**src/rtl/gate_guard_pkg.sv**
```systemverilog
package gate_guard_pkg;

    typedef enum logic {
        TMR_IDLE = 1'b0,
        TMR_RUN  = 1'b1
    } tmr_state_e;

    function automatic int unsigned dur_floor(input int unsigned req_v,
                                              input int unsigned floor_v);
        return (req_v < floor_v) ? floor_v : req_v;
    endfunction

endpackage

```
**src/rtl/gg_sync.sv**
```systemverilog
module gg_sync #(
    parameter int unsigned WIDTH   = 1,
    parameter int unsigned STAGES  = 2,
    parameter logic        RST_VAL = 1'b0
) (
    input  logic             clk,
    input  logic             rst_n,
    input  logic [WIDTH-1:0] din,
    output logic [WIDTH-1:0] dout
);

    logic [WIDTH-1:0] stage_q [STAGES];

    for (genvar g = 0; g < STAGES; g++) begin : g_stage
        if (g == 0) begin : g_first
            always_ff @(posedge clk or negedge rst_n) begin
                if (!rst_n) stage_q[g] <= {WIDTH{RST_VAL}};
                else        stage_q[g] <= din;
            end
        end else begin : g_next
            always_ff @(posedge clk or negedge rst_n) begin
                if (!rst_n) stage_q[g] <= {WIDTH{RST_VAL}};
                else        stage_q[g] <= stage_q[g-1];
            end
        end
    end

    assign dout = stage_q[STAGES-1];

endmodule

```
**src/rtl/gg_fault_timer.sv**
```systemverilog
module gg_fault_timer
    import gate_guard_pkg::*;
#(
    parameter int unsigned DUR = 16
) (
    input  logic clk,
    input  logic rst_n,
    input  logic s_sc,
    input  logic s_uv_lo,
    output logic lo_block,
    output logic fault_n
);

    localparam int unsigned CW = (DUR < 2) ? 1 : $clog2(DUR);

    typedef struct packed {
        tmr_state_e    st;
        logic [CW-1:0] cnt;
        logic          uv_prev;
        logic          fault_n;
    } tmr_t;

    tmr_t q, d;
    logic trigger;
    logic block_d;

    always_comb begin
        d         = q;
        d.uv_prev = s_uv_lo;
        trigger   = s_sc || (s_uv_lo && !q.uv_prev);
        if (trigger) begin
            d.st  = TMR_RUN;
            d.cnt = '0;
        end else if (q.st == TMR_RUN) begin
            if (q.cnt == CW'(DUR - 1)) begin
                d.st  = TMR_IDLE;
                d.cnt = '0;
            end else begin
                d.cnt = q.cnt + 1'b1;
            end
        end
        block_d   = (d.st == TMR_RUN) || s_uv_lo;
        d.fault_n = !block_d;
    end

    always_ff @(posedge clk or negedge rst_n) begin
        if (!rst_n) begin
            q.st      <= TMR_IDLE;
            q.cnt     <= '0;
            q.uv_prev <= 1'b0;
            q.fault_n <= 1'b1;
        end else begin
            q <= d;
        end
    end

    assign lo_block = block_d;
    assign fault_n  = q.fault_n;

endmodule

```
**src/rtl/gg_rearm.sv**
```systemverilog
module gg_rearm (
    input  logic clk,
    input  logic rst_n,
    input  logic s_cmd,
    input  logic block,
    output logic gate
);

    typedef struct packed {
        logic prev;
        logic armed;
        logic gate;
    } arm_t;

    arm_t q, d;
    logic rise;

    always_comb begin
        d      = q;
        rise   = s_cmd && !q.prev;
        d.prev = s_cmd;
        if (block) begin
            d.armed = 1'b0;
            d.gate  = 1'b0;
        end else begin
            d.armed = q.armed || rise;
            d.gate  = s_cmd && (q.armed || rise);
        end
    end

    always_ff @(posedge clk or negedge rst_n) begin
        if (!rst_n) begin
            q.prev  <= 1'b1;
            q.armed <= 1'b0;
            q.gate  <= 1'b0;
        end else begin
            q <= d;
        end
    end

    assign gate = q.gate;

endmodule

```
**src/rtl/gate_guard.sv**
```systemverilog
module gate_guard
    import gate_guard_pkg::*;
#(
    parameter int unsigned NPH            = 3,
    parameter int unsigned SYNC_STAGES    = 2,
    parameter int unsigned FLT_CYCLES     = 450000,
    parameter int unsigned FLT_MIN_CYCLES = 250000
) (
    input  logic           clk,
    input  logic           rst_n,
    input  logic [NPH-1:0] cmd_hi,
    input  logic [NPH-1:0] cmd_lo,
    input  logic           uv_lo,
    input  logic [NPH-1:0] uv_hi,
    input  logic           sc_trip,
    output logic [NPH-1:0] gate_hi,
    output logic [NPH-1:0] gate_lo,
    output logic           fault_n
);

    localparam int unsigned DUR_EFF = dur_floor(FLT_CYCLES, FLT_MIN_CYCLES);
    localparam int unsigned NCMD    = 2 * NPH;
    localparam int unsigned NFLT    = NPH + 2;

    logic [NCMD-1:0] s_cmd_all;
    logic [NFLT-1:0] s_flt_all;
    logic [NPH-1:0]  s_cmd_hi;
    logic [NPH-1:0]  s_cmd_lo;
    logic [NPH-1:0]  s_uv_hi;
    logic            s_uv_lo;
    logic            s_sc;
    logic            lo_block;

    gg_sync #(.WIDTH(NCMD), .STAGES(SYNC_STAGES), .RST_VAL(1'b1)) u_sync_cmd (
        .clk  (clk),
        .rst_n(rst_n),
        .din  ({cmd_lo, cmd_hi}),
        .dout (s_cmd_all)
    );

    gg_sync #(.WIDTH(NFLT), .STAGES(SYNC_STAGES), .RST_VAL(1'b0)) u_sync_flt (
        .clk  (clk),
        .rst_n(rst_n),
        .din  ({sc_trip, uv_lo, uv_hi}),
        .dout (s_flt_all)
    );

    assign s_cmd_hi = s_cmd_all[NPH-1:0];
    assign s_cmd_lo = s_cmd_all[NCMD-1:NPH];
    assign s_uv_hi  = s_flt_all[NPH-1:0];
    assign s_uv_lo  = s_flt_all[NPH];
    assign s_sc     = s_flt_all[NPH+1];

    gg_fault_timer #(.DUR(DUR_EFF)) u_timer (
        .clk     (clk),
        .rst_n   (rst_n),
        .s_sc    (s_sc),
        .s_uv_lo (s_uv_lo),
        .lo_block(lo_block),
        .fault_n (fault_n)
    );

    for (genvar p = 0; p < NPH; p++) begin : g_phase
        gg_rearm u_hi (
            .clk  (clk),
            .rst_n(rst_n),
            .s_cmd(s_cmd_hi[p]),
            .block(s_uv_hi[p]),
            .gate (gate_hi[p])
        );
        gg_rearm u_lo (
            .clk  (clk),
            .rst_n(rst_n),
            .s_cmd(s_cmd_lo[p]),
            .block(lo_block),
            .gate (gate_lo[p])
        );
    end

endmodule

```
**config.mk**
```make
export PLATFORM = sky130hd
export DESIGN_NAME = gate_guard
export DESIGN_NICKNAME = d
export VERILOG_FILES = /design/src/rtl/gate_guard_pkg.sv /design/src/rtl/gg_sync.sv /design/src/rtl/gg_fault_timer.sv /design/src/rtl/gg_rearm.sv /design/src/rtl/gate_guard.sv
export SDC_FILE = /design/constraint.sdc
export NUM_CORES = 1
export LEC_CHECK = 0
export BUFFER_PORTS_ARGS = -buffer_cell sky130_fd_sc_hd__buf_4
export CAP_MARGIN = 20
export CORE_MARGIN = 1
export CORE_UTILIZATION = 58
export DETAILED_ROUTE_END_ITERATION = 8
export HOLD_SLACK_MARGIN = 0.02
export PLACE_DENSITY = 0.78
export SLEW_MARGIN = 20
export SYNTH_ARGS = -nofsm -noshare
export SYNTH_HDL_FRONTEND = slang
export SYNTH_SLANG_ARGS = --single-unit
```
**constraint.sdc**
```tcl
create_clock -name clk -period 2.4 [get_ports clk]
set_clock_uncertainty 0.2 [all_clocks]
set_input_delay 0 -clock clk [delete_from_list [all_inputs] [get_ports clk]]
set_output_delay 0 -clock clk [all_outputs]
set_load 0.005 [all_outputs]
```
# Word level (Yosys, flattened, before mapping)
# Index checks and enable logic that the tools add are counted.
# classes
n_eq_ne,1
reduce_logical,30
n_mux,10
n_addsub,1
# op_table
operator,count
20-bit 2-to-1 mux,2
"19-bit by 1-bit adder with 19-bit output, second input constant",1
"19-bit == test, second input constant",1
19-bit 2-to-1 mux,1
1-bit logical AND,13
2-bit 2-to-1 mux,6
1-bit zero test,8
1-bit logical OR,8
2-bit nonzero test,1
1-bit 2-to-1 mux,1
# word_totals
register_bits,62
input_bits,13
word_cells,68

# Longest topological paths before layout
# Gate-level depths: netlist (run 1).
# depth
ltp_word,6
depth_mapped,6

# Modules after synthesis
# Synthesis (run 1) repeated with hierarchy kept, for this count alone.
# unflattened
hier_cells,210
area_unflattened_um2,2506.2
# modules_own_cells
mod,cells_per_inst,seq_area_each_um2,instances,area_per_inst_um2
gg_fault_timer,129,551.8,1,1219.9
gg_rearm,8,76.3,6,106.4
gg_sync (u_sync_cmd),18,315.3,1,360.3
gg_sync (u_sync_flt),15,250.2,1,287.8

# Worst setup path after synthesis (run 1)
# No wires, ideal clock.
# synth_path
path_kind,register -> register
from,register u_timer.q[2] in the netlist's numbering
to,register u_timer.q[20] in the netlist's numbering
synth_period_minus_slack_ns,1.970
n_path_buf,0
required_time_ns,2.123
arrival_ns,1.692
setup_time_ns,0.077
path_stages_with_launch,6
path_slack_ns,0.430
path_cell_list,dfrtp_1 ha_1 nand4_2 or2_2 or4_1 a21oi_1
# synth_between
elab_chain_len,4
# synth_rtl
item,line_no,source
start: declaration,gg_fault_timer.sv:23,"tmr_t q, d;"
19-bit by 1-bit adder with 19-bit output / 19-bit == test (equally long branches),"gg_fault_timer.sv:39, gg_fault_timer.sv:35",
19-bit 2-to-1 mux *,gg_fault_timer.sv:35,if (q.cnt == CW'(DUR - 1)) begin
20-bit 2-to-1 mux *,gg_fault_timer.sv:34,end else if (q.st == TMR_RUN) begin
20-bit 2-to-1 mux *,gg_fault_timer.sv:31,if (trigger) begin
# Every way passes the cells marked *; elsewhere a longest branch is shown, timed or not. The select of a mux whose other input is x is not followed.
# A chain may end at the register's enable or synchronous reset.

# Worst setup path in the final report (run 1)
# Ends and elaborated chain as after synthesis.

==> reports/qor.yml, run 1 <==
status:
  status: "finished, final reports clean"
detailed_routing:
  dr.pass1.iters: 4
  wl_um: 4139
  vias: 1538
  drcViolationCount: 0
  drtIter0Drc: 88
  post_drt_via_cell_ratio: 5.454
  wl_per_cell_um: 14.68
  ant_nets: 0
place:
  place_area_um2: 2496
  dp_slack_ns: 0.2526
  io_buffers: 19
  gp_congestion: 0.8186
  hpwl_um: 2554
  dp.cells: 254
sta:
  final.min_clock_period_ns: 2.184
  drv_slew: 0
  setup_viol: 0
  layout_setup_ws_ns: 0.2157
  finalCritPeriodShare: 0.9101
  clock.fmax_ghz: 0.4578
  rsz0062_at_grt: "no"
  tightest_slew_ns: 0.7276
  max_slew_margin: 0.5150
  tns_ns: 0
  hold_viol_final: 0
cts:
  cts_tree: "yes"
  cts_inserted_buffers: 9
  root_buffer: "clkbuf_8"
  clkTransAtPathRegs_ns: 0.07
  htree_levels: 3
  clkSinkCount: 62
  clockBufferDepth: 2
  clk_latency_ns: 0.32
  ctsResizeCount: 0
grt:
  grt_pass1_vias: 1580
  grt_pass1_wl_um: 7148
  grt_max_degree: 63
  overflow: 0
  grt.total_usage: 0.2321
  antenna_found_initial: 0
synth:
  synth_fa_ha_area_frac: 0.005356
  synth_area_um2: 2336
  synth_compound_area_frac: 0.06213
  synth-simple-area-share: 0.1709
  yosysSeqAreaShare: 0.6743
  synth-seq-cells: 62
  synth_nets: 208
  synthMuxAreaShare: 0
  syn_inst: 194
  synth-main-ff-cell: "dfrtp_1"
  avgSynthCellArea_um2: 12.04
  async_flop_share: 1.000
  yosysUniqueCellTypes: 35
  synth_top_family_by_area: "simple AND/OR/NAND/NOR gates"
  ys.warnings.count: 0
  synth_xor_area_frac: 0.04499
  synth_edf_count: 0
finish:
  postLayoutCellArea_um2: 2800
  stdcell_count: 282
  antenna_cells: 0
  drive_gt1_frac: 0.2650
  layout.nets: 243
  area_growth_pct: 19.87
floorplan:
  ios: 20
  die_height_um: 65.47
  die_area_um2: 4286
  start_util: 0.6194
  chipWidth_um: 65.47
  core-area_um2: 3771
  rows: 22
worst_setup_path:
  path_max_fanout: 10
  required_ns: 2.45
  cp_data_arrival_time_ns: 2.23
  cp_slowest_cell: "or4_1"
  start_kind: "register"
  path_class: "register to register"
  crit_path_end_kind: "register"
  cp_slowest_stage_delay_ns: 0.48
  path_buf_inv: 0
  path_cells: "ha_1 -> nand4_2 -> or2_2 -> or4_1 -> a21oi_1"
  rrSetupSlack_ns: 0.22
  crit_family: "simple AND/OR/NAND/NOR gates"
pwr:
  p_per_area_nw_per_um2: 730.0
  leakage_uw: 0.001203
  ir_worst_vdd_uv: 532.6
min_path:
  hold_path_class: "input port to async pin"
flow_run:
  maxCapViolCount: 0
cells by family after synthesis:
family,count (synthesis)
buf+inv,20
compound gates,25
simple gates,74
fa+ha+maj,1
flops,62
xor+xnor,12
cell usage in the layout (no fill, tap or decap), drive strengths merged, types with 10 or more instances in the layout:
master | netlist | final
dfrtp | 43 | 43
buf | 7 | 21
inv | 11 | 11
clkbuf | 2 | 12
xnor2 | 10 | 10
nand2 | 11 | 11
nor2 | 20 | 20
dfstp | 19 | 19
dlygate4sd3 | 0 | 12
a21oi | 12 | 12
state kept, by name (all words and copies together), names as in the netlist:
register            cells
u_timer.q              21
g_phase.u_hi.q          6
g_phase.u_lo.q          6
u_sync_cmd.dout         6
u_sync_cmd.stage_q      6
u_sync_flt.dout         5
u_sync_flt.stage_q      5
g_phase.u_hi.gate       3
g_phase.u_lo.gate       3
u_timer.fault_n         1
metal layers:
layer,vias up,GRT usage,wire [um]
li1,725,-,-
met2,37,0.3686,2085
met1,765,0.2842,1798
met5,-,0,0
met3,11,0.06771,148
met4,0,0.1304,106
what timing repair did:
action                     CTS  global route
hold endpoints to repair    73             0
setup endpoints to repair    0             0
buffers inserted             0             0
hold buffers                12             0
Yosys cell counts (2+ instances only):
cell      instances  area share
or4_1             3      0.0096
and2_1            3      0.0080
nand3_1           4      0.0086
dfstp_2          19        0.21
buf_4             6       0.019
xnor2_1          10       0.037
or2_2             4       0.011
nor2_1           20       0.032
nand4_1           7       0.019
o31ai_1           2      0.0064
dfrtp_1          43        0.46
o21ai_0           5       0.011
xor2_1            2      0.0075
clkbuf_1          2      0.0032
nand2_1          11       0.018
nor3_1            9       0.019
nor4_1            5       0.013
inv_1            11       0.018
a21oi_1          12       0.026
final timing paths:
check	start	end	cells past startpoint
worst max register to register	u_timer.q[2]	u_timer.q[20]	5
worst min-delay path	rst_n	g_phase[1].u_hi.q[1]	2
worst max-delay path	u_timer.q[2]	u_timer.q[20]	5
worst min register to register	u_sync_flt.stage_q[6]	u_sync_flt.dout[1]	0
max in group asynchronous	rst_n	u_timer.q[11]	2
min in group clk	uv_hi[1]	u_sync_flt.stage_q[6]	2
metrics by stage:
| step | power [uW] | hold WS (ns) | utilization |
|---|---|---|---|
| 6_report | 2044 | 0.07708 | 0.7425 |
| 5_1_grt | 2118 | 0.1105 | 0.7425 |
| 4_1_cts | 2063 | 0.09493 | 0.7425 |
| 3_5_place_dp | 1196 | -0.09209 | 0.6619 |
| 3_3_place_gp | 1190 | -0.1055 | 0.6619 |
| 2_1_floorplan | 1149 | -0.4956 | - |
power by group:
| group | leakage (uW) | internal (uW) | switching (uW) | total [uW] |
|---|---|---|---|---|
| registers | 0.000764 | 1090 | 15.6 | 1110 |
| logic | 0.000344 | 41.3 | 45.2 | 86.5 |
| clock network | 0.0000943 | 479 | 372 | 851 |
worst reg2reg max path, stage by stage, from the launching register on:
cell     delay, ns
dfrtp_1       0.41
ha_1          0.23
nand4_2       0.24
or2_2         0.38
or4_1         0.48
a21oi_1       0.16
layout make-up:
type                       count  area [um^2]
tap                           48        60.06
sequential                    62         1575
clock buffer                  12        135.1
timing repair buffer          33        277.8
multi-input combinational    112        661.9
fill                         247        970.9
clock inverter                 4        48.80
inverter                      11        41.29
Power figures use the tool's default switching activity.
==> inputs of run 2 (changes only) <==
CORE_UTILIZATION = 59   (was 58)
PLACE_DENSITY = 0.79   (was 0.78)
SKIP_CTS_REPAIR_TIMING = 1   (was unset)
clock period = 2.7 ns   (was 2.4 ns; I/O delays follow)
==> run 2 against run 1 <==
Sequential power down 11%. Die area shrank 1.6%. Global-route usage fell by 0.31 points. Combinational power down 14%. Sequential cell count unchanged. Utilization increased by 0.93 points. First-iteration DRC count increased by 120%. Final cell count is 0.35% lower. Wire length down 0.92%. Maximum frequency decreased by 6.9%. Largest cell class unchanged.
==> reports/qor.yml, run 2 (synthesis results as in run 1) <==
finish:
  layout.nets: 242  # -0.41%
  postLayoutCellArea_um2: 2794  # -0.22%
  stdcell_count: 281  # -0.35%
  antenna_cells: 0  # unchanged
  largest_reg_flops: 21  # unchanged
  n_fill_cell: 234  # -5.3%
  largest-register: "u_timer.q"
  area_growth_pct: 19.60
  layout_commonest_cell: "dfrtp_1"
  drive_gt1_frac: 0.2747  # +0.009721
  layout_common_cells: "dfrtp_1, nor2_1, buf_4"
sta:
  max_slew_margin: 0.5223  # +0.007335
  drv_slew: 0  # unchanged
  rsz0062_at_grt: "no"
  holdWs_ns: 0.05851  # -0.01857 ns
  tightest_slew_ns: 0.7165  # -0.01100 ns
  tns_ns: 0  # unchanged
  final.min_clock_period_ns: 2.346  # +0.1615 ns
  hold_viol_final: 0  # unchanged
  finalCritPeriodShare: 0.8688  # -0.04130
  setup_viol: 0  # unchanged
  clock.fmax_ghz: 0.4263  # -6.9%
status:
  status: "finished, final reports clean"
grt:
  antenna_found_initial: 0  # unchanged
  overflow: 0  # unchanged
  grt.total_usage: 0.2290  # -0.003136
  grt_pass1_vias: 1608  # +1.8%
  grt_pass1_wl_um: 6879  # -3.8%
  grt_max_degree: 63  # unchanged
floorplan:
  core-area_um2: 3716  # -1.5%
  ios: 20  # unchanged
  rows: 22  # unchanged
  start_util: 0.6286  # +0.009177
  die_area_um2: 4215  # -1.6%
  chipWidth_um: 64.93  # -0.82%
  die_height_um: 64.93  # -0.82%
worst_setup_path:
  path_max_fanout: 7  # -3
  required_ns: 2.72  # +0.27 ns
  start_kind: "register"
  crit_path_end_kind: "register"
  path_class: "register to register"
  startpoint: "u_timer.q[11]"
  r2r-start: "u_timer.q[11]"
  cp_data_arrival_time_ns: 2.36  # +0.13 ns
cts:
  clockBufferDepth: 2  # unchanged
  root_buffer: "clkbuf_8"
  htree_levels: 3  # unchanged
  clkSinkCount: 62  # unchanged
  cts_tree: "yes"
  cts_inserted_buffers: 9  # unchanged
  clkTransAtPathRegs_ns: 0.07  # about the same
  clk_latency_ns: 0.34  # +0.02 ns
detailed_routing:
  vias: 1602  # +4.2%
  drtIter0Drc: 190  # +120%
  wl_um: 4101  # -0.92%
  ant_nets: 0  # unchanged
  wl_per_cell_um: 14.59  # -0.57%
  drcViolationCount: 0  # unchanged
  post_drt_via_cell_ratio: 5.701  # +4.5%
  dr.pass1.iters: 4  # unchanged
pwr:
  leakage_uw: 0.001195  # -0.64%
  p_sw_frac: 0.2284  # +0.01649
  pwr-share-comb: 0.041  # about the same
  ir_worst_vdd_uv: 436.4  # -18%
  p_seq_frac: 0.548  # +0.007
  clockPowerShare: 0.411  # -0.005
  p_per_area_nw_per_um2: 642.6  # -12%
  p_switching_uw: 410.1  # -5.3%
  p_int_uw: 1385  # -14%
place:
  io_buffers: 19  # unchanged
  place_area_um2: 2489  # -0.30%
  gp_congestion: 0.8508  # +3.9%
  hpwl_um: 2627  # +2.8%
  dp.cells: 253  # -0.39%
min_path:
  hold_path_class: "input port to async pin"
flow_run:
  maxCapViolCount: 0  # unchanged
==> run 2: cell types whose count changed in the layout (fill, tap and decap cells not counted) <==
cell	change
clkbuf_1	-3
clkbuf_8	+2
clkinvlp_4	+2
buf_4	-1
bufinv_16	-1
==> run 2: cell type report <==
| class | instances | area (um^2) | share of cell area |
|---|---|---|---|
| Inverter | 11 | 41.29 | 0.01478 |
| Multi-Input combinational cell | 112 | 661.9 | 0.2369 |
| Clock inverter | 5 | 33.78 | 0.01209 |
| Clock buffer | 11 | 151.4 | 0.05419 |
| Tap cell | 48 | 60.06 | 0.02150 |
| Timing Repair Buffer | 32 | 270.3 | 0.09673 |
| Sequential cell | 62 | 1575 | 0.5638 |
==> run 2: metrics by stage <==
step	setup slack, ns	util	power [uW]
global route	0.1149	0.7519	1861
detailed placement	0.4999	0.6697	1062
finish	0.3542	0.7519	1796
floorplan	0.7304	-	1021
CTS	0.4287	0.7195	1799
global placement	0.6125	0.6697	1056
==> run 2: worst paths after layout <==
path	endpoint	slack, ns	cells after the start
setup reg to reg	u_timer.q[10]	0.35	5
hold / removal	g_phase[2].u_lo.q[1]	0.06	2
max in group asynchronous	u_timer.q[9]	1.76	2
setup / recovery	u_timer.q[10]	0.35	5
hold reg to reg	u_sync_flt.dout[0]	0.15	0
min in group clk	u_sync_cmd.stage_q[11]	0.11	2
==> run 2: worst max-delay path, cell delays in order, from the launching register on <==
cell and delay, ns:
dfrtp_1 0.43, nor4b_1 0.50, nand4_1 0.30, o21bai_1 0.50, buf_4 0.24, nor2_1 0.05
==> run 2: power by group through the flow <==
| stage | sequential, uW | combinational (uW) | clock (uW) |
|---|---|---|---|
| 3_3_place_gp | 997 | 58.9 | 0 |
| 2_1_floorplan | 995 | 26.0 | 0 |
| 6_report | 984 | 74.3 | 737 |
| 5_1_grt | 986 | 84.4 | 791 |
| 4_1_cts | 984 | 61.9 | 753 |
| 3_5_place_dp | 1000 | 62.1 | 0 |
==> run 2: routing by layer <==
layer / vias up / track usage / share of wire
met1: 786 / 0.2644 / 0.42
met4: 0 / 0.1583 / 0.029
met5: - / 0 / 0
li1: 728 / - / -
met3: 11 / 0.07746 / 0.062
met2: 77 / 0.3581 / 0.49
==> inputs of run 3 (changes only) <==
ABC_AREA = 1   (was unset)
CAP_MARGIN = unset   (was 20)
==> run 3 against run 2 <==
Via count up 3.2%. Sequential power about the same. First-iteration DRC count down 51%. Clock power up 15%. Hold slack better by 0.0088 ns. Worst setup slack better by 0.51 ns. Non-clock buffer count down 1. Combinational power up 3.6%. Wire length up 6.7%. Utilization down 1.9 points. Die area up 6.6%. Critical endpoint is now u_timer.q[18].
==> reports/qor.yml, run 3 <==
detailed_routing:
  vias: 1654  # +3.2%
  drtIter0Drc: 93  # -51%
  ant_nets: 0  # unchanged
  wl_per_cell_um: 13.34  # -8.6%
  post_drt_via_cell_ratio: 5.043  # -12%
  wl_um: 4375  # +6.7%
  drcViolationCount: 0  # unchanged
  dr.pass1.iters: 4  # unchanged
pwr:
  ir_worst_vdd_uv: 352.4  # -19%
  p_switching_uw: 401.0  # -2.2%
  leakage_uw: 0.001333  # +12%
  p_int_uw: 1507  # +8.8%
  power.total_uw: 1908  # +6.3%
  p_sw_frac: 0.2102  # -0.01823
  clockPowerShare: 0.444  # +0.033
  p_seq_frac: 0.515  # -0.033
  pwr-share-comb: 0.040  # about the same
  p_per_area_nw_per_um2: 645.9  # +0.51%
synth:
  yosysSeqAreaShare: 0.6314  # -0.04295
  synth-seq-cells: 62  # unchanged
  avgSynthCellArea_um2: 10.40  # -14%
  synth-main-ff-cell: "dfrtp_1"
  synth_edf_count: 0  # unchanged
  synth_nets: 254  # +22%
  synth_common_cells: "nand2_1, dfrtp_1, nor2_1, inv_1, dfstp_2"
  async_flop_share: 1.000  # unchanged
  yosysMostFrequentCell: "nand2_1"
  synth_top_area_cell: "dfrtp_1"
  ys.warnings.count: 0  # unchanged
  synth_area_um2: 2495  # +6.8%
  syn_inst: 240  # +24%
  ys_top_cells_by_area: "dfrtp_1, dfstp_2, nand2_1"
  yosysUniqueCellTypes: 26  # -26%
  synth_top_cell_area_share: 0.4313  # -0.02934
grt:
  overflow: 0  # unchanged
  grt_max_degree: 63  # unchanged
  grt.total_usage: 0.2252  # -0.003792
  antenna_found_initial: 0  # unchanged
  grt_pass1_vias: 1547  # -3.8%
  grt_pass1_wl_um: 6893  # +0.20%
finish:
  area_growth_pct: 18.41
  layout_commonest_cell: "nand2_1"
  layout.nets: 287  # +19%
  largest-register: "u_timer.q"
  drive_gt1_frac: 0.2518  # -0.02288
  antenna_cells: 0  # unchanged
  largest_reg_flops: 21  # unchanged
  layout_common_cells: "nand2_1, dfrtp_1, nor2_1"
  postLayoutCellArea_um2: 2954  # +5.7%
  n_fill_cell: 293  # +25%
  finish.utilization: 0.7332  # -0.01862
place:
  gp_congestion: 0.8664  # +1.8%
  io_buffers: 19  # unchanged
  hpwl_um: 2657  # +1.1%
  place_area_um2: 2628  # +5.6%
cts:
  clk_latency_ns: 0.34  # about the same
  clockBufferDepth: 2  # unchanged
  clkSinkCount: 62  # unchanged
  cts_inserted_buffers: 9  # unchanged
  root_buffer: "clkbuf_8"
  clkTransAtPathRegs_ns: 0.07  # about the same
  htree_levels: 3  # unchanged
  cts_tree: "yes"
worst_setup_path:
  rrSetupSlack_ns: 0.87  # +0.51 ns
  r2r-start: "u_timer.q[2]"
  crit_path_end_kind: "register"
  path_max_fanout: 6  # -1
  timing.rr.end: "u_timer.q[18]"
  start_kind: "register"
  reg2reg_depth: 8  # +3
  cp_data_arrival_time_ns: 1.91  # -0.45 ns
  required_ns: 2.78  # +0.06 ns
  path_class: "register to register"
floorplan:
  start_util: 0.6193  # -0.009365
  die_area_um2: 4492  # +6.6%
  die_height_um: 67.03  # +3.2%
  ios: 20  # unchanged
  core-area_um2: 4029  # +8.4%
  chipWidth_um: 67.03  # +3.2%
  rows: 23  # +4.5%
sta:
  tns_ns: 0  # unchanged
  clock.fmax_ghz: 0.5460  # +28%
  finalCritPeriodShare: 0.6783  # -0.1905
  setup_viol: 0  # unchanged
  rsz0062_at_grt: "no"
  tightest_slew_ns: 0.7416  # +0.02509 ns
  max_slew_margin: 0.5056  # -0.01672
  final.min_clock_period_ns: 1.831  # -0.5144 ns
  drv_slew: 0  # unchanged
  hold_viol_final: 0  # unchanged
flow_run:
  maxCapViolCount: 0  # unchanged
status:
  status: "finished, final reports clean"
min_path:
  hold_path_class: "input port to async pin"
-- run 3: metal layers --
layer,track usage,routed length [um],up-vias
li1,-,-,821
met1,0.2833,2010,786
met2,0.3263,2045,36
met3,0.08390,223,11
met4,0.1383,95,0
met5,0,0,-
-- run 3: kinds of logic (layout without fill, tap and decap cells) --
family	count (synthesis)	in the layout	synth area share
and+or+nand+nor	111	111	0.2126
xor gates and xnor gates	10	10	0.03511
AOI/OAI and AO/OA	25	25	0.05366
buffers and inverters	31	69	0.06218
DFF	62	62	0.6314
adders and majority gates	1	1	0.005014
-- run 3: power by group through the flow --
stage	Clock, uW	Sequential [uW]	Combinational [uW]
floorplan	0	995	29.5
finish	848	983	77.0
CTS	859	983	64.2
detailed placement	0	999	63.5
global route	900	986	86.8
global placement	0	997	62.2
-- run 3: per-stage QoR --
| stage | hold slack [ns] | instances | setup slack (ns) |
|---|---|---|---|
| 2_1_floorplan | -0.4956 | 240 | 1.123 |
| 5_1_grt | 0.09589 | 328 | 0.7628 |
| 6_report | 0.06727 | 328 | 0.8686 |
| 3_3_place_gp | -0.09504 | 300 | 0.9488 |
| 4_1_cts | -0.4637 | 316 | 0.8696 |
| 3_5_place_dp | -0.09339 | 300 | 0.8945 |
-- run 3: layout make-up --
cell class | count | area, um^2 | area share
clock buffer | 15 | 176.4 | 0.05972
clock inverter | 1 | 30.03 | 0.01017
inverter | 22 | 82.58 | 0.02795
multi-input combinational | 147 | 764.5 | 0.2588
sequential | 62 | 1575 | 0.5332
tap | 50 | 62.56 | 0.02118
timing repair buffer | 31 | 262.8 | 0.08895
-- run 3: worst max path at each step --
| stage | startpoint | slack (ns) | to |
|---|---|---|---|
| CTS | u_timer.q[2] | 0.87 | u_timer.q[18] |
| finish | u_timer.q[2] | 0.87 | u_timer.q[18] |
| global placement | u_timer.q[2] | 0.95 | u_timer.q[18] |
| floorplan | u_timer.q[2] | 1.12 | u_timer.q[14] |
| detailed placement | u_timer.q[2] | 0.89 | u_timer.q[18] |
| global route | u_sync_flt.dout[3] | 0.76 | u_timer.q[14] |
-- run 3: worst max-delay path, cell delays in order (launching register included) --
cell and delay [ns]:
dfrtp_1 0.43, ha_1 0.25, nand3_2 0.13, nor2_1 0.08, nand3_2 0.10, nand2_2 0.09, nor2_2 0.27, nand3_1 0.13
nand2_1 0.09
